## config.mk

```make
export PLATFORM = sky130hd
export DESIGN_NAME = twi_slave_engine
export DESIGN_NICKNAME = d
export VERILOG_FILES = /design/src/rtl/twi_pkg.sv /design/src/rtl/twi_line_sync.sv /design/src/rtl/twi_wcycle_timer.sv /design/src/rtl/twi_slave_engine.sv
export SDC_FILE = /design/constraint.sdc
export NUM_CORES = 1
export LEC_CHECK = 0
export ABC_AREA = 0
export BUFFER_PORTS_ARGS = -buffer_cell sky130_fd_sc_hd__buf_2
export CAP_MARGIN = 40
export CORE_UTILIZATION = 35
export DETAILED_ROUTE_END_ITERATION = 12
export GPL_ROUTABILITY_DRIVEN = 0
export SYNTH_ARGS = -nofsm -noshare
export SYNTH_HDL_FRONTEND = slang
export SYNTH_SLANG_ARGS = --single-unit
```

## constraint.sdc

```tcl
create_clock -name clk -period 3.3 [get_ports clk]
set_clock_uncertainty 0.1 [all_clocks]
set_input_delay 0 -clock clk [delete_from_list [all_inputs] [get_ports clk]]
set_output_delay 0 -clock clk [all_outputs]
set_load 0.03 [all_outputs]
```

## src/rtl/twi_pkg.sv

```systemverilog
package twi_pkg;

    typedef enum logic [3:0] {
        ST_IDLE,
        ST_ADDR,
        ST_ADDR_ACK,
        ST_WR_BYTE,
        ST_WR_ACK,
        ST_ACK_HOLD,
        ST_RD_BYTE,
        ST_RD_REL,
        ST_RD_MACK
    } twi_state_e;

    localparam logic [3:0] DEV_TYPE = 4'b1010;
    localparam int unsigned BYTE_BITS = 8;

endpackage

```

## src/rtl/twi_line_sync.sv

```systemverilog
module twi_line_sync #(
    parameter int unsigned STAGES = 2
) (
    input  logic clk,
    input  logic rst_n,
    input  logic scl_i,
    input  logic sda_i,
    output logic scl_o,
    output logic sda_o,
    output logic scl_rise_o,
    output logic scl_fall_o,
    output logic start_o,
    output logic stop_o
);

    logic [STAGES-1:0] scl_pipe;
    logic [STAGES-1:0] sda_pipe;
    logic              scl_prev;
    logic              sda_prev;

    always_ff @(posedge clk or negedge rst_n) begin
        if (!rst_n) begin
            scl_pipe <= '1;
            sda_pipe <= '1;
            scl_prev <= 1'b1;
            sda_prev <= 1'b1;
        end else begin
            scl_pipe <= {scl_pipe[STAGES-2:0], scl_i};
            sda_pipe <= {sda_pipe[STAGES-2:0], sda_i};
            scl_prev <= scl_pipe[STAGES-1];
            sda_prev <= sda_pipe[STAGES-1];
        end
    end

    assign scl_o      = scl_pipe[STAGES-1];
    assign sda_o      = sda_pipe[STAGES-1];
    assign scl_rise_o = scl_o & ~scl_prev;
    assign scl_fall_o = ~scl_o & scl_prev;
    // SDA edge while SCL stays high on both samples
    assign start_o    = scl_o & scl_prev & sda_prev & ~sda_o;
    assign stop_o     = scl_o & scl_prev & ~sda_prev & sda_o;

endmodule

```

## src/rtl/twi_wcycle_timer.sv

```systemverilog
module twi_wcycle_timer #(
    parameter int unsigned CYCLES = 500000
) (
    input  logic clk,
    input  logic rst_n,
    input  logic start_i,
    output logic busy_o
);

    localparam int unsigned CW = $clog2(CYCLES + 1);

    logic [CW-1:0] remain_q;

    always_ff @(posedge clk or negedge rst_n) begin
        if (!rst_n) begin
            remain_q <= '0;
        end else if (start_i) begin
            remain_q <= CW'(CYCLES);
        end else if (remain_q != '0) begin
            remain_q <= remain_q - 1'b1;
        end
    end

    assign busy_o = (remain_q != '0);

    // A commit can only come from a transfer the slave acknowledged,
    // which never happens while a cycle is running.
    assert_no_restart_R8: assert property (@(posedge clk) disable iff (!rst_n)
        start_i |-> !busy_o);

endmodule

```

## src/rtl/twi_slave_engine.sv

```systemverilog
module twi_slave_engine
    import twi_pkg::*;
#(
    parameter int unsigned SYNC_STAGES = 2,
    parameter int unsigned WR_CYCLES   = 500000
) (
    input  logic       clk,
    input  logic       rst_n,
    input  logic       scl_i,
    input  logic       sda_i,
    output logic       sda_drive_o,
    input  logic [2:0] sel_i,
    input  logic       busy_i,
    output logic       frame_start_o,
    output logic       frame_stop_o,
    output logic       rx_valid_o,
    output logic [7:0] rx_data_o,
    input  logic       rx_accept_i,
    output logic       rd_req_o,
    input  logic [7:0] rd_data_i,
    output logic       wr_cycle_o
);

    localparam int unsigned CNT_W = $clog2(BYTE_BITS);
    localparam logic [CNT_W-1:0] LAST_BIT = CNT_W'(BYTE_BITS - 1);

    logic scl_w, sda_w, scl_rise_w, scl_fall_w, start_w, stop_w;

    twi_line_sync #(.STAGES(SYNC_STAGES)) u_sync (
        .clk        (clk),
        .rst_n      (rst_n),
        .scl_i      (scl_i),
        .sda_i      (sda_i),
        .scl_o      (scl_w),
        .sda_o      (sda_w),
        .scl_rise_o (scl_rise_w),
        .scl_fall_o (scl_fall_w),
        .start_o    (start_w),
        .stop_o     (stop_w)
    );

    logic commit_q;
    logic cycle_busy_w;

    twi_wcycle_timer #(.CYCLES(WR_CYCLES)) u_timer (
        .clk     (clk),
        .rst_n   (rst_n),
        .start_i (commit_q),
        .busy_o  (cycle_busy_w)
    );

    twi_state_e           state_q, state_d;
    logic [CNT_W-1:0]     bit_cnt_q;
    logic [BYTE_BITS-1:0] shift_q;
    logic                 rw_q;
    logic                 drive_q;
    logic                 wr_seen_q;
    logic                 rx_valid_q;
    logic [BYTE_BITS-1:0] rx_data_q;
    logic                 rd_req_q;

    logic [BYTE_BITS-1:0] byte_in;
    logic                 last_bit;
    logic                 addr_hit;

    assign byte_in  = {shift_q[BYTE_BITS-2:0], sda_w};
    assign last_bit = (bit_cnt_q == LAST_BIT);
    assign addr_hit = (byte_in[7:1] == {DEV_TYPE, sel_i}) && !cycle_busy_w && !busy_i;

    // ---------------- next-state logic ----------------
    always_comb begin
        state_d = state_q;
        if (stop_w) begin
            state_d = ST_IDLE;
        end else if (start_w) begin
            state_d = ST_ADDR;
        end else begin
            unique case (state_q)
                ST_IDLE:     ;
                ST_ADDR:     if (scl_rise_w && last_bit) state_d = addr_hit ? ST_ADDR_ACK : ST_IDLE;
                ST_ADDR_ACK: if (scl_fall_w) state_d = ST_ACK_HOLD;
                ST_WR_BYTE:  if (scl_rise_w && last_bit) state_d = ST_WR_ACK;
                ST_WR_ACK:   if (scl_fall_w) state_d = rx_accept_i ? ST_ACK_HOLD : ST_IDLE;
                ST_ACK_HOLD: if (scl_fall_w) state_d = rw_q ? ST_RD_BYTE : ST_WR_BYTE;
                ST_RD_BYTE:  if (scl_rise_w && last_bit) state_d = ST_RD_REL;
                ST_RD_REL:   if (scl_fall_w) state_d = ST_RD_MACK;
                ST_RD_MACK:  if (scl_rise_w) state_d = sda_w ? ST_IDLE : ST_ACK_HOLD;
                default:     state_d = ST_IDLE;
            endcase
        end
    end

    // ---------------- state register ----------------
    always_ff @(posedge clk or negedge rst_n) begin
        if (!rst_n) begin
            state_q <= ST_IDLE;
        end else begin
            state_q <= state_d;
        end
    end

    // ---------------- datapath and outputs ----------------
    always_ff @(posedge clk or negedge rst_n) begin
        if (!rst_n) begin
            bit_cnt_q  <= '0;
            shift_q    <= '0;
            rw_q       <= 1'b0;
            drive_q    <= 1'b0;
            wr_seen_q  <= 1'b0;
            commit_q   <= 1'b0;
            rx_valid_q <= 1'b0;
            rx_data_q  <= '0;
            rd_req_q   <= 1'b0;
        end else begin
            rx_valid_q <= 1'b0;
            rd_req_q   <= 1'b0;
            commit_q   <= 1'b0;
            if (stop_w) begin
                drive_q   <= 1'b0;
                commit_q  <= wr_seen_q;
                wr_seen_q <= 1'b0;
            end else if (start_w) begin
                drive_q   <= 1'b0;
                bit_cnt_q <= '0;
            end else begin
                unique case (state_q)
                    ST_ADDR, ST_WR_BYTE: begin
                        if (scl_rise_w) begin
                            shift_q   <= byte_in;
                            bit_cnt_q <= bit_cnt_q + 1'b1;
                            if (last_bit) begin
                                if (state_q == ST_WR_BYTE) begin
                                    rx_valid_q <= 1'b1;
                                    rx_data_q  <= byte_in;
                                end else if (addr_hit) begin
                                    rw_q     <= byte_in[0];
                                    rd_req_q <= byte_in[0];
                                end
                            end
                        end
                    end
                    ST_ADDR_ACK: begin
                        if (scl_fall_w) drive_q <= 1'b1;
                    end
                    ST_WR_ACK: begin
                        if (scl_fall_w && rx_accept_i) begin
                            drive_q   <= 1'b1;
                            wr_seen_q <= 1'b1;
                        end
                    end
                    ST_ACK_HOLD: begin
                        if (scl_fall_w) begin
                            bit_cnt_q <= '0;
                            if (rw_q) begin
                                shift_q <= rd_data_i;
                                drive_q <= ~rd_data_i[BYTE_BITS-1];
                            end else begin
                                drive_q <= 1'b0;
                            end
                        end
                    end
                    ST_RD_BYTE: begin
                        if (scl_rise_w) bit_cnt_q <= bit_cnt_q + 1'b1;
                        if (scl_fall_w) begin
                            shift_q <= {shift_q[BYTE_BITS-2:0], 1'b0};
                            drive_q <= ~shift_q[BYTE_BITS-2];
                        end
                    end
                    ST_RD_REL: begin
                        if (scl_fall_w) drive_q <= 1'b0;
                    end
                    ST_RD_MACK: begin
                        if (scl_rise_w && !sda_w) rd_req_q <= 1'b1;
                    end
                    default: ;
                endcase
            end
        end
    end

    assign sda_drive_o   = drive_q;
    assign frame_start_o = start_w;
    assign frame_stop_o  = stop_w;
    assign rx_valid_o    = rx_valid_q;
    assign rx_data_o     = rx_data_q;
    assign rd_req_o      = rd_req_q;
    assign wr_cycle_o    = cycle_busy_w;

    // ---------------- assertions ----------------
    assert_quiet_in_cycle_R9: assert property (@(posedge clk) disable iff (!rst_n)
        wr_cycle_o |-> !sda_drive_o);

    assert_drive_on_low_scl_R2: assert property (@(posedge clk) disable iff (!rst_n)
        !$stable(sda_drive_o) |-> !scl_w);

    assert_rx_after_rise_R4: assert property (@(posedge clk) disable iff (!rst_n)
        rx_valid_o |-> $past(scl_rise_w));

    assert_req_after_rise_R6: assert property (@(posedge clk) disable iff (!rst_n)
        rd_req_o |-> $past(scl_rise_w));

endmodule

```

==> results.json <==
{
  "row_count": 32,
  "setup-violations-final": 0,
  "grt_pass1_vias": 2091,
  "worst-endpoint-required_ns": 3.40,
  "first_pass_iters": 4,
  "drtIter0Drc": 232,
  "min_period_over_period_pct": 73.0,
  "fmax_mhz": 415,
  "multiInputGateArea_um2": 1440,
  "starting_utilization_of_the_core_area_pct": 36.4,
  "ios": 31,
  "fillCellCount": 758,
  "placed_area_um2": 3110,
  "core_area_um2": 7770,
  "number_of_synthesized_flops_with_an_enable_pin": 0,
  "post_cts.resized_instances": 0,
  "startpoint_type": "flop",
  "critical_path.max_fanout": 6,
  "detailedPlace.worstSlack_ns": 0.904,
  "global_route_wire_length_before_repair_um": 10700,
  "cts_bufs_inserted": 5,
  "seq_area_frac_synth_pct": 47.1,
  "final_hold_viol_count": 0,
  "synth_area_um2": 2830,
  "global_route.usage.total_pct": 15.8,
  "detail_route.drc_violations": 0,
  "share_of_synthesized_registers_carrying_an_async_set_or_reset_pct": 100,
  "area_of_the_die_um2": 8450,
  "antennaDiodeCount": 0,
  "area_taken_by_flip_flops_and_latches_um2": 1330,
  "power_density_nw_per_um2": 783,
  "drtAntennaViolNets": 0,
  "clock_tree.buffer_depth": 2,
  "viasPerCell": 5.24,
  "htreeDepth": 2,
  "synth.ff_latch_count": 53,
  "max-slew-margin-rel_pct": 51.6,
  "worst_hold_path_type": "in -> reg",
  "dp_hpwl_um": 4240,
  "insertion_delay_ns": 0.31,
  "avgRoutedWirePerCell_um": 14.8,
  "post_synth_num_cell_types": 54,
  "number_of_antenna_violations_at_the_first_check_in_global_routing": 0,
  "tritoncts": "yes",
  "synth_top_area_cell": "sky130_fd_sc_hd__dfrtp_1",
  "number_of_slew_limit_violations_in_the_final_report": 0,
  "setup_slack_ns": 0.890,
  "worstSetupEndpointType": "flop",
  "yosys-top-cells-area": "sky130_fd_sc_hd__dfrtp_1, sky130_fd_sc_hd__mux2_2, sky130_fd_sc_hd__dfstp_2",
  "cts_sinks": 53,
  "critical_path_class": "reg -> reg",
  "path_clk_slew_ns": 0.10,
  "via_count": 2170,
  "synth.top_cell.area_share_pct": 41.6,
  "synth_warnings": 0,
  "die_h_um": 91.9,
  "fin_tns_setup_ns": 0,
  "rsz0062_at_grt": "no",
  "overall_power_consumption_mw": 2.64,
  "timing.critical_path.arrival_ns": 2.51,
  "outcome": "finished clean",
  "p_leak_nw": 1.48,
  "post_synth_inst_count": 266,
  "fin_util_pct": 43.4,
  "netlist_top_cells_count": "sky130_fd_sc_hd__dfrtp_1, sky130_fd_sc_hd__nor2_1, sky130_fd_sc_hd__mux2_2, sky130_fd_sc_hd__nand2_1, sky130_fd_sc_hd__nor3_1",
  "cap_violations": 0,
  "finalWorstPathRequiredPeriod_ns": 2.41,
  "post-synth-top-count-cell": "sky130_fd_sc_hd__dfrtp_1",
  "synth-main-ff-cell": "sky130_fd_sc_hd__dfrtp_1",
  "final_nets": 332,
  "syn-mean-instance-area_um2": 10.6,
  "grt_start_max_net_pins": 38,
  "areaGrowthSynthToFinish_pct": 19.2,
  "finalWirelength_um": 6110,
  "peakVddDrop_mv": 0.276,
  "worst_tran_pin_value_ns": 0.722,
  "layout-drive-gt1-share_pct": 26.0,
  "gr-total-overflow": 0,
  "place.port_buffers": 30,
  "clock-root-buffer": "sky130_fd_sc_hd__clkbuf_8",
  "die_width_um": 91.9,
  "design_area_um2": 3370,
  "synthesis.nets": 287
}
-- state kept, by name (all words and copies together) (netlist names) --
name	flops
rw_q	1
u_sync.scl_prev	1
rx_data_o	8
u_sync.scl_pipe	2
state_q	4
u_timer.remain_q	19
shift_q	7
rd_req_o	1
bit_cnt_q	3
u_sync.sda_prev	1
wr_seen_q	1
u_sync.sda_pipe	2
rx_valid_o	1
sda_drive_o	1
commit_q	1
-- cell usage in the layout, fill, tap and decap left out, types with 3 or more instances in the layout --
cell type	count
sky130_fd_sc_hd__a211oi_1	3
sky130_fd_sc_hd__o211ai_1	6
sky130_fd_sc_hd__nor2_1	29
sky130_fd_sc_hd__and2_1	3
sky130_fd_sc_hd__clkbuf_8	5
sky130_fd_sc_hd__nand2b_1	3
sky130_fd_sc_hd__ha_1	4
sky130_fd_sc_hd__nor3b_1	3
sky130_fd_sc_hd__inv_1	8
sky130_fd_sc_hd__a21oi_1	8
sky130_fd_sc_hd__nand3b_1	4
sky130_fd_sc_hd__xor2_1	4
sky130_fd_sc_hd__nand3_1	5
sky130_fd_sc_hd__o31ai_1	3
sky130_fd_sc_hd__nor2b_1	5
sky130_fd_sc_hd__buf_2	30
sky130_fd_sc_hd__dfrtp_1	47
sky130_fd_sc_hd__xnor2_1	13
sky130_fd_sc_hd__dlygate4sd3_1	12
sky130_fd_sc_hd__dfstp_2	6
sky130_fd_sc_hd__nor4_4	3
sky130_fd_sc_hd__nand2_1	20
sky130_fd_sc_hd__nor3_1	14
sky130_fd_sc_hd__a22oi_1	3
sky130_fd_sc_hd__o21ai_0	7
sky130_fd_sc_hd__mux2_2	23
sky130_fd_sc_hd__or3_1	3
-- cell families (layout without fill, tap and decap cells) --
| group | after synthesis | after routing | share of synthesized area [%] |
|---|---|---|---|
| AND/OR/NAND/NOR | 109 | 109 | 23.3 |
| flip-flops | 53 | 53 | 47.1 |
| AO/OA/AOI/OAI | 44 | 44 | 11.0 |
| multiplexers | 24 | 24 | 9.51 |
| XOR/XNOR | 17 | 17 | 5.26 |
| buffers and inverters | 15 | 61 | 2.03 |
| adder cells (fa/ha/maj) | 4 | 4 | 1.77 |
-- worst max-delay path, stage by stage (launching register included) --
cell and delay (ns):
sky130_fd_sc_hd__dfrtp_1 0.42, sky130_fd_sc_hd__inv_1 0.09, sky130_fd_sc_hd__ha_1 0.15, sky130_fd_sc_hd__or4b_4 0.49
sky130_fd_sc_hd__nand3b_4 0.22, sky130_fd_sc_hd__nor4_4 0.35, sky130_fd_sc_hd__nand2_1 0.12, sky130_fd_sc_hd__a2111oi_2 0.37
-- per-layer routing --
| metal | up-vias | routed length, um | global-route usage, % |
|---|---|---|---|
| met3 | 11 | 261 | 2.90 |
| met2 | 60 | 2750 | 23.9 |
| met5 | - | 0 | 0 |
| li1 | 1048 | - | - |
| met1 | 1051 | 3010 | 23.0 |
| met4 | 0 | 92 | 4.43 |
-- through the flow --
step | hold WS [ns] | instances
floorplan | -0.396 | 266
global placement | 0.00543 | 393
detailed placement | -0.277 | 394
CTS | 0.0695 | 414
global route | 0.124 | 414
finish | 0.0695 | 414
-- report_power, final --
group          internal, mW  switching (mW)  total [mW]
combinational         0.475           0.462       0.937
clock                 0.306           0.228       0.533
sequential            0.862           0.307        1.17
total                  1.64           0.997        2.64
-- final timing paths --
kind	start	endpoint	slack, ns	depth (start not counted)
min	busy_i	rd_req_o	0.07	5
min reg2reg	u_sync.scl_pipe[0]	u_sync.scl_pipe[1]	0.27	0
max reg2reg	u_timer.remain_q[0]	rd_req_o	0.89	7
max	u_timer.remain_q[0]	rd_req_o	0.89	7
min in group asynchronous	rst_n	u_timer.remain_q[2]	0.12	3
max in group asynchronous	rst_n	u_timer.remain_q[0]	2.46	3
-- layout make-up --
cell class,count,area share (%)
Multi-Input combinational cell,198,42.6
Sequential cell,53,39.6
Timing Repair Buffer,45,9.05
Tap cell,102,3.78
Clock buffer,5,2.04
Clock inverter,3,2.04
Inverter,8,0.891
-- what timing repair did --
item                                   4_1_cts  5_1_grt
hold buffers                                12        0
setup buffers                                0        0
endpoints found under the hold margin       63        0
Note: power is estimated with default switching activity, not from simulation.
